**config.mk**
```make
export PLATFORM = sky130hd
export DESIGN_NAME = lpc_ctrl
export DESIGN_NICKNAME = d
export VERILOG_FILES = /design/src/rtl/lpc_pkg.sv /design/src/rtl/lpc_en_calc.sv /design/src/rtl/lpc_mode_dec.sv /design/src/rtl/lpc_ctrl.sv
export SDC_FILE = /design/constraint.sdc
export NUM_CORES = 1
export LEC_CHECK = 0
export CORE_UTILIZATION = 33
export CTS_CLUSTER_SIZE = 24
export DETAILED_ROUTE_END_ITERATION = 8
export GPL_ROUTABILITY_DRIVEN = 0
export PLACE_DENSITY_LB_ADDON = 0.25
export SYNTH_ARGS = -nofsm -noshare
export SYNTH_HDL_FRONTEND = slang
export SYNTH_SLANG_ARGS = --single-unit
```
**constraint.sdc**
```tcl
create_clock -name clk -period 1 [get_ports clk]
set_clock_uncertainty 0.1 [all_clocks]
set_input_delay 0.3 -clock clk [delete_from_list [all_inputs] [get_ports clk]]
set_output_delay 0.3 -clock clk [all_outputs]
set_load 0.05 [all_outputs]
```
**src/rtl/lpc_pkg.sv**
```systemverilog
package lpc_pkg;
    localparam int NCLK     = 4;
    localparam int CK_CPU   = 0;
    localparam int CK_LFXT  = 1;
    localparam int CK_FAST  = 2;
    localparam int CK_SUB   = 3;
    localparam int MODE_W   = 3;

    localparam logic [MODE_W-1:0] MODE_ACTIVE = 3'd5;
    localparam logic [MODE_W-1:0] MODE_OTHER  = 3'd6;

    typedef struct packed {
        logic [NCLK-1:0] lp;
        logic [NCLK-1:0] ovr;
        logic [NCLK-1:0] stk;
        logic [NCLK-1:0] en;
        logic            grant;
    } lpc_state_t;
endpackage

```
**src/rtl/lpc_en_calc.sv**
```systemverilog
module lpc_en_calc
    import lpc_pkg::*;
#(
    parameter int N = NCLK
) (
    input  logic [N-1:0] off_bits,
    input  logic [N-1:0] ovr_bits,
    input  logic         req,
    input  logic         sel_fast,
    output logic [N-1:0] en
);
    logic [N-1:0] raw;

    for (genvar i = 0; i < N; i++) begin : g_clk
        assign raw[i] = ~off_bits[i] | (req & ovr_bits[i]);
    end

    always_comb begin
        en = raw;
        if (sel_fast && raw[CK_CPU]) begin
            en[CK_FAST] = 1'b1;
        end
    end
endmodule

```
**src/rtl/lpc_mode_dec.sv**
```systemverilog
module lpc_mode_dec
    import lpc_pkg::*;
#(
    parameter int N = NCLK
) (
    input  logic [N-1:0]      lp,
    output logic [MODE_W-1:0] mode
);
    always_comb begin
        if (!lp[CK_CPU]) begin
            mode = MODE_ACTIVE;
        end else begin
            unique case (lp)
                4'b0001: mode = 3'd0;
                4'b0101: mode = 3'd1;
                4'b1001: mode = 3'd2;
                4'b1101: mode = 3'd3;
                4'b1111: mode = 3'd4;
                default: mode = MODE_OTHER;
            endcase
        end
    end

    always_comb begin
        AST_MODE_RANGE: assert (mode <= MODE_OTHER);
    end
endmodule

```
**src/rtl/lpc_ctrl.sv**
```systemverilog
module lpc_ctrl
    import lpc_pkg::*;
#(
    parameter int SR_W   = 8,
    parameter int LP_LSB = 4,
    parameter int OVR_W  = 8
) (
    input  logic              clk,
    input  logic              rst_n,
    input  logic              sr_wr,
    input  logic [SR_W-1:0]   sr_wdata,
    input  logic              ovr_wr,
    input  logic [OVR_W-1:0]  ovr_wdata,
    input  logic              irq_accept,
    input  logic              stk_clr,
    input  logic [SR_W-1:0]   stk_clr_mask,
    input  logic              irq_return,
    input  logic              clk_sel_fast,
    input  logic              dma_req,
    input  logic [NCLK-1:0]   dma_need,
    output logic              en_cpu,
    output logic              en_lfxt,
    output logic              en_fast,
    output logic              en_sub,
    output logic              dma_grant,
    output logic [MODE_W-1:0] lp_mode
);
    localparam int LP_MSB = LP_LSB + NCLK - 1;

    lpc_state_t      s_q, s_d;
    logic [NCLK-1:0] lp_d, ovr_d, stk_d, en_d;

    logic unused_bits;
    assign unused_bits = ^{sr_wdata[LP_LSB-1:0], stk_clr_mask[LP_LSB-1:0],
                           ovr_wdata[OVR_W-1:NCLK]};

    // next low-power field, override mask and stacked copy
    always_comb begin
        lp_d  = s_q.lp;
        ovr_d = s_q.ovr;
        stk_d = s_q.stk;
        if (ovr_wr) begin
            ovr_d = ovr_wdata[NCLK-1:0];
        end
        if (irq_accept) begin
            stk_d = s_q.lp;
        end else if (stk_clr) begin
            stk_d = s_q.stk & ~stk_clr_mask[LP_MSB:LP_LSB];
        end
        if (irq_accept) begin
            lp_d = '0;
        end else if (irq_return) begin
            lp_d = s_q.stk;
        end else if (sr_wr) begin
            lp_d = sr_wdata[LP_MSB:LP_LSB];
        end
    end

    lpc_en_calc #(.N(NCLK)) u_en (
        .off_bits (lp_d),
        .ovr_bits (ovr_d),
        .req      (dma_req),
        .sel_fast (clk_sel_fast),
        .en       (en_d)
    );

    always_comb begin
        s_d       = s_q;
        s_d.lp    = lp_d;
        s_d.ovr   = ovr_d;
        s_d.stk   = stk_d;
        s_d.en    = en_d;
        s_d.grant = dma_req && ((dma_need & ~s_q.en) == '0);
    end

    always_ff @(posedge clk or negedge rst_n) begin
        if (!rst_n) begin
            s_q.lp    <= '0;
            s_q.ovr   <= '0;
            s_q.stk   <= '0;
            s_q.en    <= '1;
            s_q.grant <= 1'b0;
        end else begin
            s_q <= s_d;
        end
    end

    lpc_mode_dec #(.N(NCLK)) u_mode (
        .lp   (s_q.lp),
        .mode (lp_mode)
    );

    assign en_cpu    = s_q.en[CK_CPU];
    assign en_lfxt   = s_q.en[CK_LFXT];
    assign en_fast   = s_q.en[CK_FAST];
    assign en_sub    = s_q.en[CK_SUB];
    assign dma_grant = s_q.grant & dma_req;

    for (genvar i = 0; i < NCLK; i++) begin : g_ast
        if (i != CK_FAST) begin : g_plain
            AST_GATED_HAS_OFF: assert property (@(posedge clk) disable iff (!rst_n)
                !s_q.en[i] |-> s_q.lp[i]);
        end
    end

    AST_FAST_FORCED: assert property (@(posedge clk) disable iff (!rst_n)
        (s_q.en[CK_CPU] && $past(clk_sel_fast)) |-> s_q.en[CK_FAST]);

    AST_GRANT_CLKS: assert property (@(posedge clk) disable iff (!rst_n)
        $rose(s_q.grant) |-> ($past(dma_req) && (($past(dma_need) & ~$past(s_q.en)) == '0)));

    AST_IRQ_WAKE: assert property (@(posedge clk) disable iff (!rst_n)
        irq_accept |=> (s_q.lp == '0 && s_q.stk == $past(s_q.lp)));
endmodule

```
==> summary.md <==
| Metric | Value |
|---|---|
| Status | `finished with violations` |
| Failing checks | `negative setup slack` |
| Via count | `706` |
| # fillers | `181` |
| Antenna violations before repair | `0` |
| Final setup fails | `20` |
| Worst-Margin Slew | `0.232 ns` |
| Rel. slew slack | `0.845` |
| Worst-Skew Late Latency | `0.29 ns` |
| CP cell instances | `o21ai_2 -> a31oi_4 -> buf_12` |
| Pre-CTS setup slack | `-0.697 ns` |
| R2r startpoint | `s_q[14]` |
| Crit path capture | `lp_mode[1]` |
| Met3 WL | `73 um` |
| Crit-path max cell delay | `0.47 ns` |
| Worst Path Max Fanout | `5` |
| Yosys reg bits | `17` |
| Synth top area share | `0.406` |
| Sum of negative setup slack | `-5.33 ns` |
| WL final | `1920 um` |
| Final Critical Period | `1.57 ns` |
| Warnings from Yosys | `0` |
| Leakage | `0.653 nW` |
| Placed cells | `144` |
| Mapped Area | `802 um2` |
| Power Total | `1.74 mW` |
| RSZ-0062 raised after global routing | `true` |
| Critical path required time | `0.60 ns` |
| CP max-delay cell | `dfrtp_2` |
| Most frequent cells in the layout | `clkdlybuf4s50_1, nand2_1, buf_12` |
| Crit Path Category | `register to output port` |
| Hold Crit Class | `input port to async pin` |
| Met1 WL | `834 um` |
| Commonest non-fill, non-tap cell in the layout | `clkdlybuf4s50_1` |
| Clock Tree Buf Depth | `2` |
| CTS Root Cell | `clkbuf_4` |
| R2R cell count | `6` |
| CTS buffer count | `3` |
| Final WS setup | `-0.571 ns` |
| Largest cells by area after synthesis | `dfrtp_1, dfstp_2, nand2_1, mux2i_1, a211oi_2` |
| Total gr overflow | `0` |
| Netlist cell types | `20` |
| First-pass GRT wire length | `3310 um` |
| H-tree depth | `1` |
| CP Launch Point | `s_q[14]` |
| Post-DP Area | `1360 um2` |
| R2R Setup Slk | `-0.32 ns` |
| I/O Pins | `45` |
| WL met2 | `1000 um` |
| DR top layer | `met4` |
| Cell taking the most area after synthesis | `dfrtp_1` |
| Clk sinks | `17` |
| Critical Path Source Type | `register` |
| Final hold violations | `0` |
| Row cnt | `17` |
| Layout Cells excl Fill | `155` |
| Slew Viols, Final | `0` |
| Core area | `2250 um2` |
| Starting Density | `0.356` |
| Fin util | `0.686` |
| DR pass1 iterations | `2` |
| Largest net degree at the start of global routing | `18` |
| Peak supply drop | `0.704 mV` |
| Vias in the first global route | `748` |
| Total track usage | `0.170` |
| Die Span X | `51.3 um` |
| Worst path arrival time | `1.17 ns` |
| # DRC | `0` |
| Design Area, Final | `1550 um2` |
| Synthesis-to-finish area growth | `92.8%` |
| DIE AREA | `2630 um2` |
| # port buffers | `32` |
| Initial drt markers | `5` |
| Layout cell share with drive strength beyond 1 | `0.472` |
| Final worst path period share | `1.57` |
| Final Hold Slack | `0.229 ns` |
| Avg Cell Area, Syn | `10.7 um2` |
| CP endpoint kind | `output port` |
| Final nets | `165` |
| Cells after Synth | `75` |
| CTS tree | `built` |
| Post-DR vias/cell | `4.55` |
| Max frequency | `636 MHz` |
| Max_cap viols | `0` |
| Routed len/inst | `12.4 um` |
| Ant diodes | `0` |
| Chip height | `51.3 um` |
| Post-DP HPWL | `1430 um` |
| PwrDens | `1120 nW/um2` |
| Reg clk slew, reported paths | `0.11 ns` |
| Antenna-violating nets left | `0` |
| FF-to-FF End | `en_lfxt` |
| Post-Syn Nets | `112` |
| Post-synthesis sequential area ratio | `0.537` |
sequential cells by signal (all words and copies together) (netlist names):
name / cells
en_lfxt: 1
en_sub: 1
s_q: 13
en_cpu: 1
en_fast: 1
report_power, final:
part	total [mW]	internal [mW]	switching, mW	leakage, nW
Sequential	0.795	0.750	0.0453	0.202
Combinational	0.564	0.322	0.242	0.438
Clock	0.377	0.152	0.226	0.0139
logic make-up (layout without fill, tap and decap cells):
kind of cell / after synthesis / count (layout) / synth area share
flops: 17 / 17 / 0.537
compound gates: 15 / 15 / 0.158
mux: 8 / 8 / 0.111
buf+inv: 10 / 62 / 0.0577
simple gates: 25 / 25 / 0.137
critical path: cells and delay by family (launching register included):
| kind | cells | cell delay, ns |
|---|---|---|
| buffers and inverters | 1 | 0.16 |
| flip-flops | 1 | 0.47 |
| AO/OA/AOI/OAI | 2 | 0.26 |
cells in the mapped netlist:
master,count
dfstp_2,4
mux2_1,3
mux2_4,1
nor3_1,1
nor2b_1,4
and2_1,1
buf_6,1
nand2b_1,1
o21ai_1,6
o221ai_2,1
inv_1,8
o22ai_1,2
a211oi_2,3
nand2_1,18
mux2i_1,4
dfrtp_1,13
a21oi_1,1
a31oi_1,1
a211oi_4,1
buf_2,1
area by class of cell:
type / count / area [um2] / share of cell area
flip-flops and latches: 17 / 435 / 0.282
well taps: 28 / 35.0 / 0.0227
multi-input cells: 48 / 428 / 0.277
inverters: 8 / 30.0 / 0.0194
clock inverters: 1 / 7.51 / 0.00485
repair buffers: 50 / 588 / 0.380
clock buffers: 3 / 22.5 / 0.0146
how the worst min path moves through the flow:
stage / to / slack [ns] / cells past startpoint
detailed placement: s_q[10] / 0.38 / 1
floorplan: s_q[0] / -0.1 / 0
global route: s_q[11] / 0.23 / 2
global placement: s_q[12] / 0.37 / 1
CTS: s_q[0] / 0.23 / 2
finish: s_q[0] / 0.23 / 2
routing by layer:
layer | vias up | global-route usage
li1 | 359 | -
met1 | 330 | 0.209
met2 | 15 | 0.314
met3 | 2 | 0.0298
met4 | 0 | 0.0270
met5 | - | 0
timing repair:
item / CTS / global route
pin swaps: 9 / 4
resized for setup: 22 / 10
setup endpoints to repair: 21 / 21
hold buffers: 0 / 0
hold endpoints to repair: 0 / 0
setup buffers: 5 / 3
Note: power is estimated with default switching activity, not from simulation.
